--- config.mk ---
export PLATFORM = sky130hd
export DESIGN_NAME = dram_chan_router
export DESIGN_NICKNAME = d
export VERILOG_FILES = /design/src/rtl/dcr_pkg.sv /design/src/rtl/dcr_chan_pick.sv /design/src/rtl/dcr_addr_norm.sv /design/src/rtl/dram_chan_router.sv
export SDC_FILE = /design/constraint.sdc
export NUM_CORES = 1
export LEC_CHECK = 0
export BUFFER_PORTS_ARGS = -buffer_cell sky130_fd_sc_hd__buf_2
export CELL_PAD_IN_SITES_DETAIL_PLACEMENT = 0
export CELL_PAD_IN_SITES_GLOBAL_PLACEMENT = 1
export CORE_MARGIN = 5
export CORE_UTILIZATION = 25
export DETAILED_ROUTE_END_ITERATION = 8
export GPL_ROUTABILITY_DRIVEN = 0
export MAX_ROUTING_LAYER = met4
export PLACE_DENSITY_LB_ADDON = 0.1
export SLEW_MARGIN = 20
export SYNTH_ARGS = -nofsm -noshare
export SYNTH_HDL_FRONTEND = slang
export SYNTH_SLANG_ARGS = --single-unit
--- constraint.sdc ---
create_clock -name clk -period 14.3 [get_ports clk]
set_clock_uncertainty 0.2 [all_clocks]
set_input_delay 1.43 -clock clk [delete_from_list [all_inputs] [get_ports clk]]
set_output_delay 1.43 -clock clk [all_outputs]
set_load 0.03 [all_outputs]
--- src/rtl/dcr_pkg.sv ---
`timescale 1ns/1ps
package dcr_pkg;
    localparam int ADDR_W   = 48;
    localparam int CHANS    = 4;
    localparam int CHAN_W   = 3;
    localparam int SEL_W    = $clog2(CHANS);
    localparam int RNG_W    = 13;
    localparam int RNG_SH   = 27;
    localparam int HOFF_W   = 12;
    localparam int HOLE_W   = 8;
    localparam int HOLE_SH  = 24;
    localparam int HOFS_W   = 16;
    localparam int LOW4G_W  = 32;
    localparam int MODE_W   = 3;

    typedef enum logic [1:0] {
        ERR_RANGE = 2'd0,
        ERR_HOLE  = 2'd1,
        ERR_CFG   = 2'd2,
        ERR_MODE  = 2'd3
    } err_e;

    typedef enum logic [1:0] {
        WAYS_1 = 2'd0,
        WAYS_2 = 2'd1,
        WAYS_4 = 2'd2
    } ways_e;

    typedef struct packed {
        logic              err;
        err_e              code;
        logic [CHAN_W-1:0] chan;
        logic [ADDR_W-1:0] addr;
    } route_t;

    // Remove the interleave select bits: keep the low 8 or 9 bits and
    // pull the remainder down by the number of select bits.
    function automatic logic [ADDR_W-1:0] squeeze(
        input logic [ADDR_W-1:0] a,
        input logic              on9,
        input ways_e             w
    );
        int                keep;
        int                drop;
        logic [ADDR_W-1:0] low_m;
        logic [ADDR_W-1:0] up;
        keep  = on9 ? 9 : 8;
        drop  = (w == WAYS_4) ? 2 : 1;
        low_m = (ADDR_W'(1) << keep) - ADDR_W'(1);
        up    = (a >> (keep + drop)) << keep;
        if (w == WAYS_1) return a;
        return up | (a & low_m);
    endfunction
endpackage

--- src/rtl/dcr_chan_pick.sv ---
`timescale 1ns/1ps
module dcr_chan_pick
    import dcr_pkg::*;
(
    input  logic [ADDR_W-1:0] addr,
    input  logic [CHANS-1:0]  mask,
    input  logic [MODE_W-1:0] mode,
    input  logic [CHAN_W-1:0] fixed_sel,
    output ways_e             ways,
    output logic              cfg_err,
    output logic              mode_err,
    output logic              on9,
    output logic [CHAN_W-1:0] chan
);
    logic [$clog2(CHANS+1)-1:0] n_on;
    logic [SEL_W-1:0]           sel_bits;

    always_comb begin
        n_on = '0;
        for (int i = 0; i < CHANS; i++) n_on = n_on + {{($bits(n_on)-1){1'b0}}, mask[i]};
    end

    always_comb begin
        cfg_err = 1'b0;
        unique case (n_on)
            0:       ways = WAYS_1;
            2:       ways = WAYS_2;
            4:       ways = WAYS_4;
            default: begin ways = WAYS_1; cfg_err = 1'b1; end
        endcase
    end

    assign on9      = mode[0];
    assign mode_err = !cfg_err && (ways != WAYS_1) &&
                      !(mode == MODE_W'(4) || mode == MODE_W'(5));
    assign sel_bits = on9 ? addr[9 +: SEL_W] : addr[8 +: SEL_W];

    always_comb begin
        unique case (ways)
            WAYS_2:  chan = sel_bits[0] ? CHAN_W'(CHANS-1) : '0;
            WAYS_4:  chan = CHAN_W'(sel_bits);
            default: chan = fixed_sel;
        endcase
    end
endmodule

--- src/rtl/dcr_addr_norm.sv ---
`timescale 1ns/1ps
module dcr_addr_norm
    import dcr_pkg::*;
(
    input  logic [ADDR_W-1:0]        addr,
    input  logic                     chk_off,
    input  logic [RNG_W-1:0]         base_f,
    input  logic [RNG_W-1:0]         limit_f,
    input  logic                     hole_vld,
    input  logic [HOLE_W-1:0]        hole_base,
    input  logic                     hole_remap,
    input  logic [HOFS_W-1:0]        hole_ofs,
    input  logic                     hoff_en,
    input  logic [CHANS*HOFF_W-1:0]  hoff_flat,
    input  logic [CHAN_W-1:0]        chan,
    input  ways_e                    ways,
    input  logic                     on9,
    output logic                     range_err,
    output logic                     hole_err,
    output logic [ADDR_W-1:0]        norm
);
    logic [HOFF_W-1:0] hoff [CHANS];
    logic [ADDR_W-1:0] lo_b, hi_b, ofs, diff, sq, add;
    logic              above4g;

    for (genvar g = 0; g < CHANS; g++) begin : g_hoff
        assign hoff[g] = hoff_flat[g*HOFF_W +: HOFF_W];
    end

    assign lo_b    = ADDR_W'(base_f) << RNG_SH;
    assign hi_b    = (ADDR_W'(limit_f) << RNG_SH) | ((ADDR_W'(1) << RNG_SH) - ADDR_W'(1));
    assign above4g = |addr[ADDR_W-1:LOW4G_W];

    assign range_err = !chk_off && ((addr < lo_b) || (addr > hi_b));
    assign hole_err  = hole_vld && !above4g &&
                       (addr[LOW4G_W-1:HOLE_SH] >= hole_base);

    assign ofs  = (hole_remap && above4g) ? (ADDR_W'(hole_ofs) << HOLE_SH) : lo_b;
    assign diff = addr - ofs;
    assign sq   = squeeze(diff, on9, ways);
    assign add  = hoff_en ? (ADDR_W'(hoff[chan[SEL_W-1:0]]) << RNG_SH) : '0;
    assign norm = sq + add;
endmodule

--- src/rtl/dram_chan_router.sv ---
`timescale 1ns/1ps
module dram_chan_router
    import dcr_pkg::*;
(
    input  logic                    clk,
    input  logic                    rst,
    input  logic                    in_valid,
    input  logic [ADDR_W-1:0]       sys_addr,
    input  logic                    rng_chk_off,
    input  logic [RNG_W-1:0]        rng_base,
    input  logic [RNG_W-1:0]        rng_limit,
    input  logic [CHAN_W-1:0]       chan_sel,
    input  logic [CHANS-1:0]        ilv_mask,
    input  logic                    mode_hi,
    input  logic [1:0]              mode_lo,
    input  logic                    hole_vld,
    input  logic [HOLE_W-1:0]       hole_base,
    input  logic                    hole_remap,
    input  logic [HOFS_W-1:0]       hole_ofs,
    input  logic                    hoff_en,
    input  logic [CHANS*HOFF_W-1:0] hoff_flat,
    output logic                    out_valid,
    output logic                    out_err,
    output logic [1:0]              out_code,
    output logic [CHAN_W-1:0]       out_chan,
    output logic [ADDR_W-1:0]       out_addr
);
    ways_e             ways;
    logic              cfg_err, mode_err, on9, range_err, hole_err;
    logic [CHAN_W-1:0] chan;
    logic [ADDR_W-1:0] norm;
    route_t            nxt, cur;

    dcr_chan_pick u_pick (
        .addr(sys_addr), .mask(ilv_mask), .mode({mode_hi, mode_lo}),
        .fixed_sel(chan_sel), .ways(ways), .cfg_err(cfg_err),
        .mode_err(mode_err), .on9(on9), .chan(chan)
    );

    dcr_addr_norm u_norm (
        .addr(sys_addr), .chk_off(rng_chk_off), .base_f(rng_base),
        .limit_f(rng_limit), .hole_vld(hole_vld), .hole_base(hole_base),
        .hole_remap(hole_remap), .hole_ofs(hole_ofs), .hoff_en(hoff_en),
        .hoff_flat(hoff_flat), .chan(chan), .ways(ways), .on9(on9),
        .range_err(range_err), .hole_err(hole_err), .norm(norm)
    );

    always_comb begin
        nxt = '0;
        if (range_err)     begin nxt.err = 1'b1; nxt.code = ERR_RANGE; end
        else if (hole_err) begin nxt.err = 1'b1; nxt.code = ERR_HOLE;  end
        else if (cfg_err)  begin nxt.err = 1'b1; nxt.code = ERR_CFG;   end
        else if (mode_err) begin nxt.err = 1'b1; nxt.code = ERR_MODE;  end
        else begin
            nxt.chan = chan;
            nxt.addr = norm;
        end
    end

    always_ff @(posedge clk) begin
        if (rst) begin
            out_valid <= 1'b0;
            cur       <= '0;
        end else begin
            out_valid <= in_valid;
            if (in_valid) cur <= nxt;
        end
    end

    assign out_err  = cur.err;
    assign out_code = cur.code;
    assign out_chan = cur.chan;
    assign out_addr = cur.addr;


    valid_follow_chk: assert property (@(posedge clk) disable iff (rst)
        in_valid |=> out_valid);

    valid_idle_chk: assert property (@(posedge clk) disable iff (rst)
        !in_valid |=> !out_valid);

    hole_reject_chk: assert property (@(posedge clk) disable iff (rst)
        (in_valid && rng_chk_off && hole_vld && sys_addr[ADDR_W-1:LOW4G_W] == '0 &&
         sys_addr[LOW4G_W-1:HOLE_SH] >= hole_base) |=> (out_err && out_code == 2'd1));

    odd_mask_chk: assert property (@(posedge clk) disable iff (rst)
        (in_valid && rng_chk_off && !hole_vld && $countones(ilv_mask) == 1)
        |=> (out_err && out_code == 2'd2));

    err_zero_chk: assert property (@(posedge clk) disable iff (rst)
        (out_valid && out_err) |-> (out_chan == '0 && out_addr == '0));

    fixed_chan_chk: assert property (@(posedge clk) disable iff (rst)
        (in_valid && rng_chk_off && !hole_vld && ilv_mask == '0)
        |=> (!out_err && out_chan == $past(chan_sel)));

    two_way_chk: assert property (@(posedge clk) disable iff (rst)
        (in_valid && $countones(ilv_mask) == 2)
        |=> (out_err || out_chan == 3'd0 || out_chan == 3'd3));
endmodule

Word-level counts from Yosys, hierarchy flattened

Cells that the tools add are included.

Output and inout port bits: 55
Bits of input ports: 163
Flip-flop bits (word level): 55

Equality and inequality tests: 6
Shift operators: 3
Add/sub/neg operators: 7
Mux-type cells: 22
Reductions and logical operators: 16
Bitwise logic cells: 3
$lt $le $gt $ge: 4

Operators by type and width:

| operator                                           | count |
|---|---|
| 2-to-1 mux 51 bit                                  | 4 |
| 2-to-1 mux 48 bit                                  | 2 |
| adder 48 bit                                       | 1 |
| bitwise AND 48 bit                                 | 1 |
| > comparator 48 x 40 -> 1 bit                      | 1 |
| < comparator 48 x 40 -> 1 bit                      | 1 |
| OR 48 bit                                          | 1 |
| << shifter 1 x 32 -> 48 bit, first input constant  | 1 |
| << shifter 48 x 32 -> 48 bit                       | 1 |
| right shift 48 x 32 -> 48 bit                      | 1 |
| subtractor 48 x 2 -> 48 bit, second input constant | 1 |
| subtractor 48 bit                                  | 1 |
| 2-to-1 mux 40 bit                                  | 1 |
| 2-to-1 mux 39 bit                                  | 1 |
| adder 32 bit                                       | 1 |
| binary-select mux 12 bit (select 2 bit)            | 1 |
| 2-to-1 mux 12 bit                                  | 2 |
| OR reduction 16 bit                                | 1 |
| 2-to-1 mux 3 bit                                   | 4 |
| == test 3 bit, second input constant               | 3 |
| greater-or-equal comparator 8 bit                  | 1 |
| adder 3 x 1 -> 3 bit                               | 2 |
| logical AND 1 bit                                  | 6 |
| 2-to-1 mux 2 bit                                   | 3 |
| 15 further kinds                                   | 19 |

Logic depth before layout (Yosys ltp)

Gate-level depths: netlist of run 1.

Depth after elaboration: 17
Depth in mapped cells: 33

Cells and area by module

Synthesis of run 1 repeated with hierarchy kept, for this count alone.

Cells, all modules: 1013
Area total of the unflattened synthesis: 7848.8 sq um

By module, submodules not included:

| module           | times used | cells each | area an instance (sq um) |
|---|---|---|---|
| dcr_addr_norm    | 1          | 865        | 5843.1 |
| dram_chan_router | 1          | 133        | 1853.0 |
| dcr_chan_pick    | 1          | 15         | 152.6 |

Least setup slack after synthesis of run 1

OpenSTA, ideal clock, no wires.

Path type: input to register
Start point: input sys_addr[43]
End point: register cur (netlist bit out_addr[47])
Stages on the path: 33
Arrival: 7.532 ns
Buffers on the path: 1
Setup slack: 6.450 ns
Path through: or4_4 > nor4_1 > and3_1 > nand2b_1 > clkinv_1 > clkbuf_1 > nand2_1 > inv_1 > fa_1 > nand2b_1 > a21oi_1 > o211ai_1 > a21oi_1 > o21ai_0 > a21boi_0 > nor2_1 > a222oi_1 > o21ai_0 > mux2i_1 > o21ai_0 > ha_1 > fa_1 > a21o_1 > a21oi_1 > o21bai_1 > a21oi_1 > o21bai_1 > a21oi_1 > a21oi_1 > o211ai_1 > nor4_4 > a31o_1 > a32o_1

Word-level cells in the longest chain between the ends: 13
Elaborated cells between the ends (all ways): 22
Those cells by class: 2 x add/sub; 2 x order compare; 2 x shift; 7 x mux; 2 x bitwise; 7 x reduce/logical

Ends and longest elaborated chain:

| item                          | line                   | source |
|---|---|---|
| start: declaration            | dram_chan_router.sv:8  | `input logic [ADDR_W-1:0] sys_addr,` |
| OR reduction 16 bit           | dcr_addr_norm.sv:32    | `assign above4g = \|addr[ADDR_W-1:LOW4G_W];` |
| logical AND 1 bit             | dcr_addr_norm.sv:38    | `assign ofs = (hole_remap && above4g) ? (ADDR_W'(hole_ofs) << HOLE_SH) : lo_b;` |
| 2-to-1 mux 40 bit             | dcr_addr_norm.sv:38    |  |
| subtractor 48 bit             | dcr_addr_norm.sv:39    | `assign diff = addr - ofs;` |
| right shift 48 x 32 -> 48 bit | dcr_pkg.sv:50          | `up = (a >> (keep + drop)) << keep;` |
| << shifter 48 x 32 -> 48 bit  | dcr_pkg.sv:50          |  |
| OR 48 bit                     | dcr_pkg.sv:52          | `return up \| (a & low_m);` |
| 2-to-1 mux 48 bit             | dcr_pkg.sv:52          |  |
| adder 48 bit                  | dcr_addr_norm.sv:42    | `assign norm = sq + add;` |
| 2-to-1 mux 51 bit             | dram_chan_router.sv:53 | `else if (mode_err) begin nxt.err = 1'b1; nxt.code = ERR_MODE; end` |
| 2-to-1 mux 51 bit             | dram_chan_router.sv:52 | `else if (cfg_err) begin nxt.err = 1'b1; nxt.code = ERR_CFG; end` |
| 2-to-1 mux 51 bit             | dram_chan_router.sv:51 | `else if (hole_err) begin nxt.err = 1'b1; nxt.code = ERR_HOLE; end` |
| 2-to-1 mux 51 bit *           | dram_chan_router.sv:50 | `if (range_err) begin nxt.err = 1'b1; nxt.code = ERR_RANGE; end` |
| end signal: assignment        | dram_chan_router.sv:66 | `if (in_valid) cur <= nxt;` |
| end: declaration              | dram_chan_router.sv:32 | `route_t nxt, cur;` |

Mark *: on every way between the ends. The rest lies on a longest branch, timed or not. The select of a mux whose other input is x is not followed.
A chain may end at the register's enable or synchronous reset.

Worst setup path in the final report of run 1

Ends and elaborated chain as after synthesis.

==> results, run 1 <==
- The share of flip-flops with an asynchronous set or reset after synthesis is 0%.
- The routed design has 30300 um of wire.
- Cells with a size suffix above 1 make up 24.0% of the layout.
- The most common flop cell mapped by yosys is sky130_fd_sc_hd__dfxtp_1.
- The internal portion of total power is 0.412 mW.
- The startpoint identified for the worst register-to-register timing path is out_addr[46]$_SDFFE_PP0P_.
- The share of the core filled with cells in the final layout is 30.9%.
- The flow ran to the end, and the final reports show no timing, DRC or antenna violations.
- The TritonCTS clock tree is done.
- In this run the most critical hold path is launched from out_addr[41]$_SDFFE_PP0P_.
- Setup repair after global routing left no endpoint under its margin.
- For this design, the slowest cell found on the critical path is sky130_fd_sc_hd__nor4_1.
- The floorplan step set the die width to 184 um.
- The area of the core is 29700 um^2.
- The number of hold buffers added after CTS was 0.
- Counting instances, the worst hold path has a depth of 2.
- The number of global-route vias before repair came to 8370.
- The number of cells on the worst reg-to-reg path is 3.
- The number of register bits inferred by synthesis is 55.
- The worst-case register-to-register setup slack is 13400 ps.
- The cell that appears most often on the critical path is sky130_fd_sc_hd__a21oi_1.
- STA classifies the critical path endpoint as a flip-flop.
- Synthesis handed over a netlist of 1022 instances.
- The total die area is 33800 um^2.
- After clock tree synthesis, the clock-pin slew on the worst setup and hold paths is 80 ps.
- The highest attainable clock frequency is 105 MHz.
- The top cell type by area accounts for 14.6% of the synthesized area.
- By instance count, the leading cell after synthesis is sky130_fd_sc_hd__nand2_1.
- In the final design database the tool counted 1433 nets.
- The class of the worst hold path is flip-flop to flip-flop.
- The initial cell density of the core is 25.4%.
- For this run, global-route usage on met1 was measured as 24.9%.
- The sum of negative setup slack is 0 ps.
- Once routing completed, OpenROAD measured the worst setup slack at 4760 ps.
- The overall global routing resource usage is 17.7%.
- Post-CTS repair changed the size of 0 cells.
- After global routing the overflow that remains totals 0.
- The worst setup timing slack at the placement stage is 4280 ps.
- The via count of the routed design is 8234.
- The switching part of the total power is 46.1%.
- The path with the worst hold slack has its endpoint at out_addr[41]$_SDFFE_PP0P_.
- Registers are responsible for 21.5% of the overall power.
- The proportion of synthesized chip area in sequential cells is 14.6%.
- The power density over the cells is 83.2 nW/um^2.
- The global routing stage identified its most utilized layer as met2.
- The arrival time at the worst endpoint is 9530 ps.
- The maximum root-to-sink buffer count is 2.
- Counting the buffers created by CTS gives 5.
- Global routing consumed, on the met2 layer, 28.2% of the routing resources.
- For the finished layout, the period the worst path requires is 9540 ps.
- The H-tree was split into 2 levels.
- In the post-synthesis netlist, the biggest area contributors are sky130_fd_sc_hd__dfxtp_1, sky130_fd_sc_hd__ha_1, sky130_fd_sc_hd__a21oi_1.
- The area growth from synthesis to layout is 21.7%.
- The count of boundary I/O pins is 218.
- In this run the cell area of the synthesized design comes to 7550 um^2.
- Overall power consumption after layout is estimated at 0.764 mW.
- Measured along the y axis, the die boundary spans 184 um.
- The max-cap violation count is 0.
- The mean number of vias per cell is 5.16.
- The tightest slew margin relative to the limit is 38.6%.
- Detailed placement ended at an HPWL of 25100 um.
- The tree is rooted in a sky130_fd_sc_hd__clkbuf_16.
- The end of the worst register-to-register path is out_addr[46]$_SDFFE_PP0P_.
- Once detail routing completed, the nets flagged for antenna violations numbered 0.
- After synthesis, the mean cell area works out to 7.38 um^2.
- The met3 layer usage reported by global route is 1.92%.
- The final number of hold-violating endpoints is 0.
- The number of pins with negative max-slew slack in the final report is 0.
- For this design, the sink count on the clock tree is 55.
- The number of distinct library cells after synthesis is 82.
- The share of the clock period used by the worst path is 66.7%.
- The biggest area contributor in the post-synthesis netlist is sky130_fd_sc_hd__dfxtp_1.
- The global-route wire length before repair is 47200 um.
- Sorting the synthesized cells by how often they occur yields sky130_fd_sc_hd__nand2_1, sky130_fd_sc_hd__a21oi_1, sky130_fd_sc_hd__o21ai_0.
- The count of synthesis-stage warnings from yosys is 0.
- The net count after synthesis is 1253.
- After detailed routing, the average wire length per cell comes to 19.0 um.
- The category of the most critical setup path is input pin to flip-flop.
- On the worst path, the slowest cell contributes a delay of 610 ps.
- The number of enable-type register cells in the synthesized netlist is 0.
- The required time at the endpoint of the critical path is 14300 ps.
- Buffers placed on the I/O ports in this run total 217.
- The post-CTS setup-driven buffer insertion count is 0.
- Setup violations remaining at the end of the flow were counted as 0.
- The transition time at the pin with the least slew margin is 920 ps.
- The number of rows created at floorplan is 63.
- Across the VDD grid, the largest voltage drop is 61.8 uV.
- The number of DRC markers after the initial detailed-route iteration is 481.
- The pin count of the biggest net entering global routing is 53.
- The worst setup path is launched from an input pin.
- The portion of total power attributed to combinational logic is 60.9%.
- The number of iterations in the first detailed-routing pass is 8.
- The filler cells instantiated in the layout total 3325.
- The power spent charging and discharging nets is 0.352 mW.
- In this run the worst path has a maximum fanout of 27.
- The residual DRC count is 0.
- The proportion of power drawn by the clock network is 17.6%.
- The initial antenna violation count is 2.
- The static leakage is 4.27 nW.
- The worst setup path startpoint is sys_addr[43].
- The worst-skew pair later-pin latency is 300 ps.
-- power groups by stage --
stage	combinational (mW)	clock [mW]	sequential, mW
6_report	0.465	0.135	0.164
5_1_grt	0.523	0.145	0.165
4_1_cts	0.471	0.140	0.164
3_5_place_dp	0.469	0	0.168
3_3_place_gp	0.472	0	0.167
2_1_floorplan	0.315	0	0.182
-- logic make-up after synthesis --
logic type / after synthesis / synth area share, %
AOI/OAI and AO/OA: 347 / 30.2
xor gates and xnor gates: 25 / 2.90
adders and majority gates: 68 / 11.6
buffers and inverters: 105 / 5.24
DFF: 55 / 14.6
muxes: 71 / 12.3
and+or+nand+nor: 351 / 23.3
-- per-stage QoR --
stage / hold WS, ps / std cells / area [um^2]
after floorplan: 373 / 1022 / 7550
after global placement: 235 / 1585 / 9020
after detailed placement: 237 / 1585 / 9020
after CTS: 255 / 1593 / 9180
after global routing: 287 / 1595 / 9190
final: 257 / 1595 / 9190
-- layout by cell type (no fill, tap or decap), types with 10 or more instances in the layout --
cell type,synthesis,routed
sky130_fd_sc_hd__buf_2,1,217
sky130_fd_sc_hd__nand2_1,126,126
sky130_fd_sc_hd__a21oi_1,96,96
sky130_fd_sc_hd__o21ai_0,93,92
sky130_fd_sc_hd__nor2_1,73,72
sky130_fd_sc_hd__ha_1,65,65
sky130_fd_sc_hd__dfxtp_1,55,55
sky130_fd_sc_hd__inv_1,45,45
sky130_fd_sc_hd__mux2i_1,44,44
sky130_fd_sc_hd__and2_1,25,25
sky130_fd_sc_hd__a21o_1,22,21
sky130_fd_sc_hd__nand3_1,21,21
sky130_fd_sc_hd__a22o_1,20,20
sky130_fd_sc_hd__xnor2_1,18,18
sky130_fd_sc_hd__o211ai_1,17,17
sky130_fd_sc_hd__a211oi_1,17,17
sky130_fd_sc_hd__nand2b_1,16,16
sky130_fd_sc_hd__mux4_2,16,16
sky130_fd_sc_hd__buf_4,0,13
sky130_fd_sc_hd__and3_1,12,12
sky130_fd_sc_hd__nor2b_1,12,12
sky130_fd_sc_hd__mux2_2,11,11
sky130_fd_sc_hd__nand4_1,11,11
sky130_fd_sc_hd__nor3_1,11,10
-- state kept, by name, indices dropped and copies added (netlist names) --
register	flops
out_addr	48
out_chan	3
out_code	2
out_err	1
out_valid	1
-- per-layer routing --
| layer | vias up | routed length (um) |
|---|---|---|
| li1 | 4168 | - |
| met1 | 3817 | 15100 |
| met2 | 235 | 13300 |
| met3 | 14 | 1600 |
| met4 | 0 | 320 |
| met5 | - | 0 |
-- critical path, delay by kind of cell --
family                   cells  cell delay (ps)
AND/OR/NAND/NOR              8             2480
buffers and inverters        2              670
AO/OA/AOI/OAI               18             3500
adder cells (fa/ha/maj)      4             1300
multiplexers                 1              160
-- final cells by class --
| class | count | area, um^2 | area share [%] |
|---|---|---|---|
| multi-input cells | 862 | 6070 | 66.1 |
| repair buffers | 230 | 1180 | 12.9 |
| flip-flops and latches | 55 | 1100 | 12.0 |
| well taps | 390 | 488 | 5.31 |
| inverters | 48 | 180 | 1.96 |
| clock buffers | 5 | 125 | 1.36 |
| clock inverters | 3 | 33.8 | 0.368 |
| diodes | 2 | 5.00 | 0.0545 |
-- how the worst max path moves through the flow --
stage / end / slack, ps / cells after the start
after global placement: out_addr[47]$_SDFFE_PP0P_ / 4500 / 33
after floorplan: out_addr[47]$_SDFFE_PP0P_ / 6450 / 33
after CTS: out_addr[47]$_SDFFE_PP0P_ / 4550 / 33
final: out_addr[47]$_SDFFE_PP0P_ / 4760 / 33
after detailed placement: out_addr[47]$_SDFFE_PP0P_ / 4280 / 33
after global routing: out_addr[47]$_SDFFE_PP0P_ / 3920 / 33
(Power assumes the default switching activity.)
==> run 2: changes to the inputs <==
--- a/config.mk
+++ b/config.mk
@@ -5,6 +5,7 @@
 export SDC_FILE = /design/constraint.sdc
 export NUM_CORES = 1
 export LEC_CHECK = 0
+export ABC_AREA = 1
 export BUFFER_PORTS_ARGS = -buffer_cell sky130_fd_sc_hd__buf_2
 export CELL_PAD_IN_SITES_DETAIL_PLACEMENT = 0
 export CELL_PAD_IN_SITES_GLOBAL_PLACEMENT = 1
==> constraint.sdc (replaced) <==
create_clock -name clk -period 10 [get_ports clk]
set_clock_uncertainty 0.2 [all_clocks]
set_input_delay 1 -clock clk [delete_from_list [all_inputs] [get_ports clk]]
set_output_delay 1 -clock clk [all_outputs]
set_load 0.03 [all_outputs]
==> run 2 against run 1 <==
  * Sequential cell count did not move
  * Total power rose by 52%
  * Clock-buffer cell count did not move
  * Die area rose by 1.0%
  * Global-route usage rose by 1.2 points
  * Via count rose by 10%
  * Highest routed layer unchanged
==> results, run 2 <==
- The flow ran to the end, and the final reports show no timing, DRC or antenna violations.
- The number of clock buffers added by TritonCTS is 5.
- The mean number of vias per cell is 4.83.
- Global routing used 18.9% of the available tracks across all layers.
- Leaving out fill and tap cells, the most frequent cell in the layout is sky130_fd_sc_hd__nand2_1.
- In this run the worst path has a maximum fanout of 28.
- The number of enable-type register cells in the synthesized netlist is 0.
- The startpoint type of the worst setup path is an input pin.
- The top cell types in the final layout, fill and taps aside, are sky130_fd_sc_hd__nand2_1, sky130_fd_sc_hd__buf_2, sky130_fd_sc_hd__inv_1.
- The maximum root-to-sink buffer count is 2.
- The final number of hold-violating endpoints is 0.
- The highest attainable clock frequency is 136 MHz.
- The cell with the most instances after synthesis is sky130_fd_sc_hd__nand2_1.
- The count of final setup violators is 0.
- The cell taking the most area after synthesis is sky130_fd_sc_hd__nand2_1.
- After the first detailed-routing iteration, the DRC count stood at 669.
- The maximum level of the CTS H-tree is 2.
- Among all stages on the critical path, the largest delay is contributed by sky130_fd_sc_hd__nand2_1.
- The number of nets in the layout is 1715.
- In this run the remaining antenna-violating nets after routing total 0.
- In this run the clock root is driven by a sky130_fd_sc_hd__clkbuf_16.
- After clock tree synthesis, the repair step resized 0 gates.
- The routed layout has 9098 vias.
- The TritonCTS clock tree is done.
- The total die area is 34100 um^2.
- Clock-pin slew was measured on the worst setup and hold paths at 70 ps.
- The number of distinct library cells after synthesis is 48.
- The floorplan step set the die width to 185 um.
- The count of boundary I/O pins is 218.
- The global-route wire length before repair is 49800 um.
- The final critical-path required period is 7350 ps.
- The cell family contributing the most delay on the critical path is simple AND/OR/NAND/NOR gates.
- A synthesized cell averages 5.85 um^2.
- The fraction of final layout cells with drive strength greater than 1 is 20.6%.
- The number of rows created at floorplan is 64.
- The initial antenna violation count is 2.
- After technology mapping, the gate count stands at 1305.
- Setup repair after global routing left no endpoint under its margin.
- The worst-case register-to-register setup slack is 9170 ps.
- The cell type with the highest occurrence count on the critical path is sky130_fd_sc_hd__nand2_1.
- The initial cell density of the core is 25.1%.
- Across the run, the number of max-cap violations was 0.
- In the synthesized netlist the dominant register cell turns out to be sky130_fd_sc_hd__dfxtp_1.
- For this run, the slowest stage of the critical path takes 580 ps.
- The transition time at the pin with the least slew margin is 958 ps.
- After detailed routing, the average wire length per cell comes to 17.2 um.
- Counting instances in the post-synthesis netlist gives the leading cell types as sky130_fd_sc_hd__nand2_1, sky130_fd_sc_hd__inv_1, sky130_fd_sc_hd__o21ai_0.
- The floorplan die height is 185 um.
- Synthesis produced a netlist with a net count of 1536.
- Buffers inserted to repair hold after CTS numbered 0.
- The sum of negative setup slack is 0 ps.
- For this design the ratio of total power to cell area is 126 nW/um^2.
- The worst-skew pair later-pin latency is 290 ps.
- Sorting the synthesized cells by area gives the leading types as sky130_fd_sc_hd__nand2_1, sky130_fd_sc_hd__dfxtp_1, sky130_fd_sc_hd__ha_1.
- In the routed design, unresolved DRC markers number 0.
- The TritonCTS sink count is 55.
- STA classifies the critical path endpoint as a flip-flop.
- The class of the worst hold path is flip-flop to flip-flop.
- After filler insertion, the fill cell instance count of the layout stands at 3482.
- The share of flip-flops with an asynchronous set or reset after synthesis is 0%.
- The total detailed-routing wirelength is 32300 um.
- The area growth from synthesis to layout is 21.3%.
- Counting flops and latches in the post-synthesis netlist gives 55.
- The final critical path takes up 73.5% of the cycle.
- The area of the mapped netlist is 7630 um^2.
- The number of global-route vias before repair is 9001.
- The number of pins with negative max-slew slack in the final report was 0.
- In this run the post-CTS setup repair buffer count came out at 0.
- During synthesis, Yosys emitted a total of 0 warnings.
- The share of the core filled with cells in the final layout is 30.5%.
- The register with the most flip-flops in the layout has 48 of them.
- The arrival time at the worst endpoint is 7340 ps.
- Measured against its own limit, the worst slew margin works out to 35.5%.
- After synthesis, the largest area contributor takes up 18.9% of total cell area.
- The static leakage is 4.71 nW.
- The combined area of the multi-input logic cells is 5740 um^2.
- The required time at the endpoint of the critical path is 10000 ps.
- Once detailed placement completed, the half-perimeter wirelength came to 27000 um.
- The worst setup path is of the input pin to flip-flop kind.
- The pin count of the biggest net entering global routing is 44.
- The worst-case IR drop observed on VDD is 82.2 uV.
- The proportion of synthesized chip area in sequential cells is 14.4%.
- The pre-antenna-repair detailed-routing pass consisted of 5 iterations.
- The number of port buffers is 217.
- The total area inside the core boundary comes to 30300 um^2.
- The total overflow left after global routing is 0.
- The area taken by flip-flops and latches is 1100 um^2.
- The number of buffers and inverters on the critical path is 4.
==> run 2: cell families (layout without fill, tap and decap cells) <==
family,count (synthesis),after routing,share of synthesized area [%]
compound gates,272,272,20.8
flops,55,55,14.4
other cells,0,2,0
fa+ha+maj,68,68,11.4
simple gates,665,665,38.6
xor+xnor,22,22,2.53
buf+inv,210,389,10.4
mux,13,13,1.71
==> run 2: area by class of cell <==
type | count | share of cell area [%]
Clock inverter | 2 | 0.406
Inverter | 157 | 6.37
Sequential cell | 55 | 11.9
Tap cell | 396 | 5.36
Timing Repair Buffer | 225 | 12.5
Clock buffer | 5 | 1.35
Antenna cell | 2 | 0.0541
Multi-Input combinational cell | 1040 | 62.0
==> run 2: metal layers <==
metal	GRT usage, %	up-vias	wire length (um)
met5	-	-	0
met4	2.52	0	241
met3	1.18	13	1300
met2	33.2	216	16000
met1	24.6	4154	14800
li1	-	4715	-
==> run 2: power breakdown <==
group | internal (mW) | switching (mW) | total, mW
Clock | 0.117 | 0.0809 | 0.198
Sequential | 0.233 | 0.00739 | 0.240
Combinational | 0.244 | 0.479 | 0.723
Total | 0.594 | 0.567 | 1.16
==> run 2: final timing paths <==
path	from	to	cells past startpoint
max	sys_addr[44]	out_addr[46]$_SDFFE_PP0P_	36
min	out_addr[43]$_SDFFE_PP0P_	out_addr[43]$_SDFFE_PP0P_	2
max reg2reg	out_addr[33]$_SDFFE_PP0P_	out_addr[33]$_SDFFE_PP0P_	1
min reg2reg	out_addr[43]$_SDFFE_PP0P_	out_addr[43]$_SDFFE_PP0P_	2
==> run 2: stage by stage <==
stage | instances | power [mW] | cell area, um^2 | hold slack (ps) | setup WS [ps]
6_report | 1882 | 1.16 | 9250 | 253 | 2650
2_1_floorplan | 1305 | 0.741 | 7630 | 381 | 3680
3_3_place_gp | 1872 | 0.978 | 9060 | 235 | 2460
5_1_grt | 1882 | 1.26 | 9250 | 272 | 1750
3_5_place_dp | 1873 | 0.971 | 9080 | 242 | 2280
4_1_cts | 1880 | 1.17 | 9250 | 256 | 2570
